### src/rtl/ctl_keybank_pkg.sv
package ctl_keybank_pkg;

  localparam int WORD_W = 10;

  typedef enum logic [1:0] {ACC_RW, ACC_RO, ACC_WO, ACC_NONE} acc_e;

  typedef enum logic [3:0] {
    K_CTL, K_LOCK, K_UNLOCK, K_LSTAT, K_PLL, K_PSTAT, K_BOOT,
    K_IDW, K_TRIG, K_RSTC, K_WHY, K_MUX, K_NONE
  } kind_e;

  localparam int unsigned W_CTL    = 32'h000;
  localparam int unsigned W_LOCK   = 32'h001;
  localparam int unsigned W_UNLOCK = 32'h002;
  localparam int unsigned W_LSTAT  = 32'h003;
  localparam int unsigned W_PLL    = 32'h040;
  localparam int unsigned W_RSTC   = 32'h080;
  localparam int unsigned W_WHY    = 32'h081;
  localparam int unsigned W_MUX    = 32'h1C0;

  localparam logic [15:0] LOCK_KEY   = 16'h767B;
  localparam logic [15:0] UNLOCK_KEY = 16'hDF0D;

  localparam logic [31:0] PLL_RST_VAL  = 32'h0001_A008;
  localparam logic [31:0] WHY_RST_VAL  = 32'h0000_0040;
  localparam logic [31:0] MUX_RST_VAL  = 32'h0000_1601;
  localparam logic [31:0] MUX_ALT_VAL  = 32'h0000_0601;
  localparam int          MUX_ALT_LO   = 2;
  localparam int          MUX_ALT_HI   = 8;

  // Reset value of one storage slot: PLL words, reset control, reset
  // reason, then the pin-routing array.
  function automatic logic [31:0] slot_init(input int s, input int pll_n);
    int idx;
    if (s < pll_n)           return PLL_RST_VAL;
    else if (s == pll_n)     return 32'h0;
    else if (s == pll_n + 1) return WHY_RST_VAL;
    idx = s - pll_n - 2;
    if (idx >= MUX_ALT_LO && idx <= MUX_ALT_HI) return MUX_ALT_VAL;
    return MUX_RST_VAL;
  endfunction

endpackage

### src/rtl/ctl_keybank_decode.sv
module ctl_keybank_decode
  import ctl_keybank_pkg::*;
#(
  parameter int PLL_N  = 3,
  parameter int MUX_N  = 54,
  parameter int SLOT_W = 6
) (
  input  logic [WORD_W-1:0] word,
  output acc_e              acc,
  output kind_e             kind,
  output logic [SLOT_W-1:0] slot
);

  localparam int unsigned W_PSTAT = W_PLL + PLL_N;
  localparam int unsigned W_BOOT  = W_PSTAT + 1;
  localparam int unsigned W_IDW   = W_PSTAT + 2;
  localparam int unsigned W_TRIG0 = W_PSTAT + 3;
  localparam int unsigned W_TRIG1 = W_PSTAT + 4;
  localparam int unsigned S_RSTC  = PLL_N;
  localparam int unsigned S_WHY   = PLL_N + 1;
  localparam int unsigned S_MUX0  = PLL_N + 2;

  logic [31:0] wi;
  assign wi = 32'(word);

  always_comb begin
    acc  = ACC_NONE;
    kind = K_NONE;
    slot = '0;
    if (wi == W_CTL) begin
      acc = ACC_RW; kind = K_CTL;
    end else if (wi == W_LOCK) begin
      acc = ACC_WO; kind = K_LOCK;
    end else if (wi == W_UNLOCK) begin
      acc = ACC_WO; kind = K_UNLOCK;
    end else if (wi == W_LSTAT) begin
      acc = ACC_RO; kind = K_LSTAT;
    end else if (wi >= W_PLL && wi < W_PSTAT) begin
      acc = ACC_RW; kind = K_PLL;
      slot = SLOT_W'(wi - W_PLL);
    end else if (wi == W_PSTAT) begin
      acc = ACC_RO; kind = K_PSTAT;
    end else if (wi == W_BOOT) begin
      acc = ACC_RO; kind = K_BOOT;
    end else if (wi == W_IDW) begin
      acc = ACC_RO; kind = K_IDW;
    end else if (wi == W_TRIG0 || wi == W_TRIG1) begin
      acc = ACC_WO; kind = K_TRIG;
    end else if (wi == W_RSTC) begin
      acc = ACC_RW; kind = K_RSTC;
      slot = SLOT_W'(S_RSTC);
    end else if (wi == W_WHY) begin
      acc = ACC_RW; kind = K_WHY;
      slot = SLOT_W'(S_WHY);
    end else if (wi >= W_MUX && wi < W_MUX + MUX_N) begin
      acc = ACC_RW; kind = K_MUX;
      slot = SLOT_W'(wi - W_MUX + S_MUX0);
    end
  end

endmodule

### src/rtl/ctl_keybank_lock.sv
module ctl_keybank_lock
  import ctl_keybank_pkg::*;
(
  input  logic        clk,
  input  logic        rst_n,
  input  logic        wr_lock,
  input  logic        wr_unlock,
  input  logic [15:0] key,
  output logic        locked
);

  logic lock_d;

  always_comb begin
    lock_d = locked;
    if (wr_lock && key == LOCK_KEY)
      lock_d = 1'b1;
    else if (wr_unlock && key == UNLOCK_KEY)
      lock_d = 1'b0;
  end

  always_ff @(posedge clk or negedge rst_n) begin
    if (!rst_n) locked <= 1'b1;
    else        locked <= lock_d;
  end

endmodule

### src/rtl/ctl_keybank_store.sv
module ctl_keybank_store
  import ctl_keybank_pkg::*;
#(
  parameter int PLL_N  = 3,
  parameter int NSLOT  = 59,
  parameter int SLOT_W = 6
) (
  input  logic              clk,
  input  logic              rst_n,
  input  logic              we,
  input  logic [SLOT_W-1:0] wslot,
  input  logic [31:0]       wdata,
  input  logic [SLOT_W-1:0] rslot,
  output logic [31:0]       rword
);

  logic [31:0] mem_q [NSLOT];
  logic [31:0] mem_d [NSLOT];
  logic [NSLOT-1:0] en;

  for (genvar g = 0; g < NSLOT; g++) begin : g_en
    assign en[g] = we && (32'(wslot) == g);
  end

  always_comb begin
    for (int s = 0; s < NSLOT; s++)
      mem_d[s] = en[s] ? wdata : mem_q[s];
  end

  always_ff @(posedge clk or negedge rst_n) begin
    if (!rst_n) begin
      for (int s = 0; s < NSLOT; s++) mem_q[s] <= slot_init(s, PLL_N);
    end else begin
      for (int s = 0; s < NSLOT; s++) mem_q[s] <= mem_d[s];
    end
  end

  assign rword = (32'(rslot) < NSLOT) ? mem_q[rslot] : 32'h0;

endmodule

### src/rtl/ctl_keybank.sv
module ctl_keybank
  import ctl_keybank_pkg::*;
#(
  parameter int          PLL_N     = 3,
  parameter int          MUX_N     = 54,
  parameter logic [31:0] PSTAT_VAL = 32'h0000_003F,
  parameter logic [31:0] BOOT_VAL  = 32'h0000_0001,
  parameter logic [31:0] ID_WORD   = 32'h0A5C_0001
) (
  input  logic              clk,
  input  logic              rst_n,
  input  logic              bus_sel,
  input  logic              bus_we,
  input  logic [WORD_W-1:0] bus_addr,
  input  logic [31:0]       bus_wdata,
  output logic [31:0]       bus_rdata,
  output logic              bus_err,
  output logic              soft_rst_req
);

  localparam int NSLOT  = PLL_N + 2 + MUX_N;
  localparam int SLOT_W = $clog2(NSLOT);

  acc_e              acc;
  kind_e             kind;
  logic [SLOT_W-1:0] slot;
  logic              locked;
  logic [31:0]       rword;

  logic wr, rd, open_bank, st_we, ctl_we, ill;
  logic ctl_q, ctl_d;
  logic [31:0] rdata_d;
  logic srst_d;

  ctl_keybank_decode #(.PLL_N(PLL_N), .MUX_N(MUX_N), .SLOT_W(SLOT_W)) u_dec (
    .word (bus_addr),
    .acc  (acc),
    .kind (kind),
    .slot (slot)
  );

  assign wr        = bus_sel && bus_we;
  assign rd        = bus_sel && !bus_we;
  assign open_bank = !locked;

  ctl_keybank_lock u_lock (
    .clk       (clk),
    .rst_n     (rst_n),
    .wr_lock   (wr && kind == K_LOCK),
    .wr_unlock (wr && kind == K_UNLOCK),
    .key       (bus_wdata[15:0]),
    .locked    (locked)
  );

  assign st_we = wr && open_bank &&
                 (kind == K_PLL || kind == K_RSTC || kind == K_WHY || kind == K_MUX);

  ctl_keybank_store #(.PLL_N(PLL_N), .NSLOT(NSLOT), .SLOT_W(SLOT_W)) u_store (
    .clk   (clk),
    .rst_n (rst_n),
    .we    (st_we),
    .wslot (slot),
    .wdata (bus_wdata),
    .rslot (slot),
    .rword (rword)
  );

  // Control word at index 0 bypasses the lock.
  assign ctl_we = wr && kind == K_CTL;
  assign ctl_d  = ctl_we ? bus_wdata[0] : ctl_q;

  assign ill = (wr && (acc == ACC_RO || acc == ACC_NONE)) ||
               (rd && (acc == ACC_WO || acc == ACC_NONE));

  assign srst_d = wr && open_bank && kind == K_RSTC && bus_wdata[0];

  always_comb begin
    rdata_d = 32'h0;
    if (rd) begin
      case (kind)
        K_CTL:   rdata_d = {31'b0, ctl_q};
        K_LSTAT: rdata_d = {31'b0, locked};
        K_PLL,
        K_RSTC,
        K_WHY,
        K_MUX:   rdata_d = rword;
        K_PSTAT: rdata_d = PSTAT_VAL;
        K_BOOT:  rdata_d = BOOT_VAL;
        K_IDW:   rdata_d = ID_WORD;
        default: rdata_d = 32'h0;
      endcase
    end
  end

  always_ff @(posedge clk or negedge rst_n) begin
    if (!rst_n) begin
      ctl_q        <= 1'b0;
      bus_rdata    <= 32'h0;
      bus_err      <= 1'b0;
      soft_rst_req <= 1'b0;
    end else begin
      ctl_q        <= ctl_d;
      bus_rdata    <= rdata_d;
      bus_err      <= ill;
      soft_rst_req <= srst_d;
    end
  end

endmodule

### config.mk
export PLATFORM = sky130hd
export DESIGN_NAME = ctl_keybank
export DESIGN_NICKNAME = d
export VERILOG_FILES = /design/src/rtl/ctl_keybank_pkg.sv /design/src/rtl/ctl_keybank_decode.sv /design/src/rtl/ctl_keybank_lock.sv /design/src/rtl/ctl_keybank_store.sv /design/src/rtl/ctl_keybank.sv
export SDC_FILE = /design/constraint.sdc
export NUM_CORES = 2
export LEC_CHECK = 0
export BUFFER_PORTS_ARGS = -buffer_cell sky130_fd_sc_hd__buf_2
export CAP_MARGIN = 40
export CELL_PAD_IN_SITES_DETAIL_PLACEMENT = 1
export CELL_PAD_IN_SITES_GLOBAL_PLACEMENT = 2
export CORE_AREA = 2 2 431 433
export DETAILED_ROUTE_END_ITERATION = 7
export DIE_AREA = 0 0 433 435
export PLACE_DENSITY_LB_ADDON = 0.1
export SYNTH_ARGS = -nofsm -noshare
export SYNTH_HDL_FRONTEND = slang
export SYNTH_HIERARCHICAL = 1
export SYNTH_SLANG_ARGS = --single-unit
### constraint.sdc
create_clock -name clk -period 2.55 [get_ports clk]
set_input_delay 0.3825 -clock clk [delete_from_list [all_inputs] [get_ports clk]]
set_output_delay 0.3825 -clock clk [all_outputs]
set_load 0.02 [all_outputs]
Yosys cells after proc, flatten, opt, wreduce, memory -nomap -nowiden
Index checks and enable logic that the tools add are counted.
Cells by class
  add/sub/neg operators: 3
  $lt $le $gt $ge: 6
  eq/ne operators: 83
  mux-type cells: 44
  bitwise operators: 1
  reduce and logical (&&, ||, !) cells: 88
Operators with widths (count)
  $bmux W32 S6: 1
  $pmux W32 S6: 1
  $eq A6 B6 Y1 const B: 27
  $mux W32: 4
  $eq A6 B5 Y1 const B: 16
  $logic_and A1 B1 Y1: 74
  $mux W6: 12
  $eq A10 B7 Y1 const B: 5
  $eq A6 B4 Y1 const B: 8
  $mux W4: 11
  $logic_not A32 Y1: 1
  $eq A6 B3 Y1 const B: 4
  $mux W2: 12
  $eq A10 B2 Y1 const B: 2
  $eq A10 B8 Y1 const B: 2
  $eq A16 B15 Y1 const B: 1
  $eq A16 B16 Y1 const B: 1
  $eq A4 B3 Y1 const B: 4
  $eq A4 B4 Y1 const B: 3
  $eq A6 B2 Y1 const B: 2
  $sub A6 B1 Y6 const B: 2
  $eq A10 B1 Y1 const B: 1
  $ge A10 B7 Y1 const B: 1
  $ge A10 B9 Y1 const B: 1
  19 further kinds: 29
Word-level totals
  register bits after elaboration: 1924
  output and inout port bits: 34
  word-level logic and storage cells: 289

Depth between registers and ports, before layout
  depth after elaboration: 21
  depth in mapped cells: 19

By module
Netlist, hierarchy kept.
Modules (own cells, without submodules)
  ctl_keybank_store: times used 1, cells an instance 5404, area an instance 85497.0 um2
  ctl_keybank: times used 1, cells an instance 143, area an instance 1636.6 um2
  ctl_keybank_decode: times used 1, cells an instance 85, area an instance 519.2 um2
  ctl_keybank_lock: times used 1, cells an instance 11, area an instance 123.9 um2

Least setup slack after synthesis
No wires, ideal clock.
  path kind: input-to-reg
  from: input bus_addr[4]
  to: register u_store/mem_q[1446] (netlist name)
  library setup time: 0.125 ns
  arrival time: 4.047 ns
  data required time: 2.425 ns
  path slack: -1.622 ns
  cell stages on the path: 15
  cells stage by stage: or4_1 buf_2 nor4b_1 nor2_1 nand2_1 a21oi_1 buf_6 nor4b_4 a21oi_2 buf_2 nor3_1 or3b_2 nor2_2 buf_2 mux2_2
On the way
  cells in the longest elaborated chain, start to end: 20
  elaborated cells between the ends (all ways): 55
  those cells by class: add/sub: 3; order compare: 4; eq/ne: 15; mux: 24; reduce/logical: 9
Ends and longest elaborated chain
  from (decl): RTL line ctl_keybank.sv:14  | input logic [WORD_W-1:0] bus_addr,
  $ge A10 B9 Y1 / $lt A10 B9 Y1 (equally long branches): RTL line ctl_keybank_decode.sv:55  | end else if (wi >= W_MUX && wi < W_MUX + MUX_N) begin
  $logic_and A1 B1 Y1: RTL line ctl_keybank_decode.sv:55
  $mux W3: RTL line ctl_keybank_decode.sv:55
  $mux W4: RTL line ctl_keybank_decode.sv:52  | end else if (wi == W_WHY) begin
  $mux W4: RTL line ctl_keybank_decode.sv:49  | end else if (wi == W_RSTC) begin
  $mux W4: RTL line ctl_keybank_decode.sv:47  | end else if (wi == W_TRIG0 || wi == W_TRIG1) begin
  $mux W4: RTL line ctl_keybank_decode.sv:45  | end else if (wi == W_IDW) begin
  $mux W4: RTL line ctl_keybank_decode.sv:43  | end else if (wi == W_BOOT) begin
  (+5 left out)
  $mux W4 *: RTL line ctl_keybank_decode.sv:30  | if (wi == W_CTL) begin
  net kind[1]: RTL line ctl_keybank.sv:25  | kind_e kind;
  $eq A4 B3 Y1 / $eq A4 B4 Y1 (equally long branches): RTL line ctl_keybank.sv:56  | (kind == K_PLL || kind == K_RSTC || kind == K_WHY || kind == K_MUX);
  $logic_or A1 B1 Y1 (2 in a row): RTL line ctl_keybank.sv:56
  $logic_or A1 B1 Y1 *: RTL line ctl_keybank.sv:56
  $logic_and A1 B1 Y1 *: RTL line ctl_keybank.sv:55  | assign st_we = wr && open_bank &&
  net st_we: RTL line ctl_keybank.sv:30  | logic wr, rd, open_bank, st_we, ctl_we, ill;
  $logic_and A1 B1 Y1 *: RTL line ctl_keybank_store.sv:22  | assign en[g] = we && (32'(wslot) == g);
  to (decl): RTL line ctl_keybank_store.sv:17  | logic [31:0] mem_q [NSLOT];
Mark *: on every way through the listed nets, which the timed path passes. The rest lies on a longest branch.
A chain may end at the register's enable or synchronous reset.

Final worst setup path
  from: input bus_addr[9]
  to: register u_store/mem_q[1434] (netlist name)
Same word-level chain as after synthesis.

==> impl_results.md <==
- Layout overhead on the synthesized area: 22.3%
- Area of the mapped netlist: 87800 um2
- Total of buffers placed on input and output ports: 79
- Hold/Removal Path Class: in2reg
- Violated checks: setup timing
- Final HPWL DP: 163000 um
- Headroom to the max-slew limit: 0.378
- Count of endpoints failing setup in the final report: 1920
- Routed length per instance: 30.4 um
- Maximum clock path buffer count: 3
- Final Slew Violations: 0
- Measured slew at the worst slew-check pin: 0.927 ns
- Via/cell ratio: 5.98
- Clock transition at the register clock pins on the worst setup and hold paths after CTS: 0.06 ns
- Required time of the critical path: 3.28 ns
- Type of origin of the critical path: primary input
- Commonest cells in the netlist: 1860 x sky130_fd_sc_hd__mux2_2, 1701 x sky130_fd_sc_hd__dfrtp_1, 448 x sky130_fd_sc_hd__mux4_2
- Initial Utilization: 0.477
- Peak per-stage delay on the critical path: 0.53 ns
- Weighted congestion reported at the end of routability-driven placement: 0.818
- Ys async rst share: 1.00
- Iteration-0 DRC count of the detailed router: 3340
- Global-route usage over all layers: 0.282
- Number of nets produced by synthesis: 5693
- Top-count cell post-synth: sky130_fd_sc_hd__mux2_2
- Die Footprint: 188000 um2
- Final clock skew: 0.0262 ns
- Total negative slack: -1289.23 ns
- Clock sink count: 1924
- Count of pins on the block boundary: 80
- Via count of the first global-routing pass: 58.1k
- Initial antenna violation count: 6
- Cell type with the largest total area after synthesis: sky130_fd_sc_hd__dfrtp_1
- Proportion of synthesized chip area in sequential cells: 0.552
- Crit-path cells: buf_8, or4_4, or3_4, buf_4, o21a_4, buf_4, nor4b_4, a21oi_2, nor3_4, or3b_4, buf_12, nor2_4, buf_12, bufbuf_16, mux2_2
- Worst path setup slack after routing: -0.916 ns
- Clock root buffer master: sky130_fd_sc_hd__clkbuf_16
- CTS HTree Levels: 4
- X dimension of the die: 433 um
- TritonCTS clock tree: built
- Proportion of layout cells with a drive suffix above 1: 0.634
- Library cells used by synthesis: 69
- Post-layout nets: 6141
- Dominant cells by area after synthesis: sky130_fd_sc_hd__dfrtp_1 48%, sky130_fd_sc_hd__mux2_2 24%, sky130_fd_sc_hd__mux4_2 11%
- Antenna-violating nets left: 0
- Core box area: 184000 um2
- Final core area utilization: 0.583
- Critical path peak fanout: 4
- Data arrival time of the worst path: 4.19 ns
- Syn avg cell area: 15.6 um2
- Flop and latch count out of synthesis: 1924
- Final Hold Violating Endpoints: 0
- Number of placement rows: 158
- Kind of critical path: in2reg
- Max-capacitance violation count: 0
- Largest net degree at the start of global routing: 126
- Endpoint class of the critical path: flip-flop
- Detailed-router iteration count before antenna repair: 5
- Wire length of the first global-routing pass: 396000 um
- Slowest cell on the critical path: sky130_fd_sc_hd__or4_4
- Clk_lat worst skew: 0.86 ns
- Number of vias after detailed routing: 52.4k
- Outcome: finished with violations
- Power density relative to cell area: 601 nW/um2
- DIE HEIGHT: 435 um
- Number of placed instances, taps included: 8227
- Max frequency: 289 MHz
- LEAKAGE: 50.2 nW
- Number of buffers created by CTS: 210
- Synthesized instance count: 5643
- Non-filler cells, final: 8755
- Primary flip-flop cell chosen by synthesis mapping: sky130_fd_sc_hd__dfrtp_1
- # DRC: 0
- RSZ-0062 raised after global routing: true
- Top-area cell type share of the netlist area: 0.485
- Number of warnings reported in the yosys synthesis log: 6
- Final Cycle Share: 1.36
- Time the final worst path needs with I/O delays and setup: 3.47 ns
- Number of flops mapped to enable cells by yosys: 0
- Remaining global-route overflow: 0
- Wire length after detailed routing: 266000 um
- Maximum vdd drop: 521 uV
==> what timing repair did <==
action,4_1_cts,5_1_grt
pin swaps,81,74
hold buffers,6,0
endpoints found under the setup margin,1921,1921
endpoints found under the hold margin,627,0
cloned,19,17
setup buffers,61,40
resized for setup,246,133
==> kinds of logic after synthesis <==
logic type,share of synthesized area
AND/OR/NAND/NOR,0.0201
adder cells (fa/ha/maj),0.000570
AO/OA/AOI/OAI,0.0309
multiplexers,0.366
buffers and inverters,0.0309
XOR/XNOR,0.000299
flip-flops,0.552
==> worst max-delay path, delay by kind of cell <==
family,cells,cell delay [ns]
muxes,1,0.34
AOI/OAI and AO/OA,2,0.34
and+or+nand+nor,6,2.11
buffers and inverters,6,0.99
==> path summary, 6_finish.rpt <==
kind,to,slack [ns],start,cells past startpoint
setup / recovery,u_store/mem_q[1434],-0.92,bus_addr[9],15
hold reg to reg,u_store/mem_q[1678],0.50,u_store/mem_q[1678],1
hold / removal,u_lock/locked,0.05,bus_wdata[6],5
max in group asynchronous,u_store/mem_q[1328],1.30,rst_n,3
setup reg to reg,u_store/mem_q[1434],0.17,u_lock/locked,7
min in group asynchronous,u_store/mem_q[1437],0.08,rst_n,2
==> state kept, by name (all words and copies together), names as in the netlist <==
signal / count
u_store/mem_q: 1888
bus_rdata: 32
bus_err: 1
ctl_q: 1
soft_rst_req: 1
u_lock/locked: 1
==> placed cells by master, fill, tap and decap left out, types with 13 or more instances in the layout <==
cell type                   count
sky130_fd_sc_hd__dfrtp_1     1701
sky130_fd_sc_hd__mux2_2      1655
sky130_fd_sc_hd__mux4_2       448
sky130_fd_sc_hd__buf_4        408
sky130_fd_sc_hd__mux2_4       231
sky130_fd_sc_hd__clkbuf_16    229
sky130_fd_sc_hd__dfstp_2      223
sky130_fd_sc_hd__buf_12       222
sky130_fd_sc_hd__buf_2         75
sky130_fd_sc_hd__a22oi_2       67
sky130_fd_sc_hd__nand2_2       63
sky130_fd_sc_hd__o211ai_1      61
sky130_fd_sc_hd__clkbuf_1      60
sky130_fd_sc_hd__clkbuf_8      58
sky130_fd_sc_hd__mux2i_1       56
sky130_fd_sc_hd__o22ai_1       54
sky130_fd_sc_hd__nand2_1       49
sky130_fd_sc_hd__clkinv_2      40
sky130_fd_sc_hd__o21ai_0       37
sky130_fd_sc_hd__a21oi_1       34
sky130_fd_sc_hd__o21ai_1       33
sky130_fd_sc_hd__a2bb2oi_1     31
sky130_fd_sc_hd__buf_6         30
sky130_fd_sc_hd__buf_16        27
sky130_fd_sc_hd__a22oi_1       27
sky130_fd_sc_hd__nor3b_1       21
sky130_fd_sc_hd__buf_8         20
sky130_fd_sc_hd__nor2_4        19
sky130_fd_sc_hd__or3_1         18
sky130_fd_sc_hd__nor2_1        17
sky130_fd_sc_hd__or3_4         17
sky130_fd_sc_hd__o21ai_2       14
sky130_fd_sc_hd__bufinv_16     13
==> final cells by class <==
| type | count | area, um2 |
|---|---|---|
| fill | 16400 | 76700 |
| sequential | 1924 | 48400 |
| multi-input combinational | 3141 | 38900 |
| timing repair buffer | 810 | 9910 |
| clock buffer | 330 | 6330 |
| tap | 2480 | 3100 |
| clock inverter | 64 | 692 |
| inverter | 4 | 15.0 |
| antenna | 2 | 5.00 |
==> power breakdown <==
part	total [mW]	switching (mW)	internal, mW
Clock	30.9	12.7	18.3
Combinational	2.97	2.02	0.951
Sequential	30.7	0.0341	30.6
Total	64.5	14.7	49.8
==> metal layers <==
metal | vias to the layer above | global-route usage | share of wire
li1 | 22000 | - | -
met1 | 29100 | 0.398 | 0.45
met2 | 938 | 0.465 | 0.50
met3 | 380 | 0.0323 | 0.032
met4 | 0 | 0.0743 | 0.024
met5 | - | 0 | 0
==> per-stage QoR <==
stage	hold WS (ns)	power, mW	setup slack [ns]	area, um2
finish	0.0462	64.5	-0.916	107000
global route	0.0625	66.7	-0.947	107000
detailed placement	0.356	34.0	-2.14	96800
CTS	0.000612	65.2	-0.829	106000
floorplan	0.0869	32.2	-1.25	89300
global placement	0.357	33.9	-2.17	96700
No activity file was read; power rests on OpenSTA's default activity.
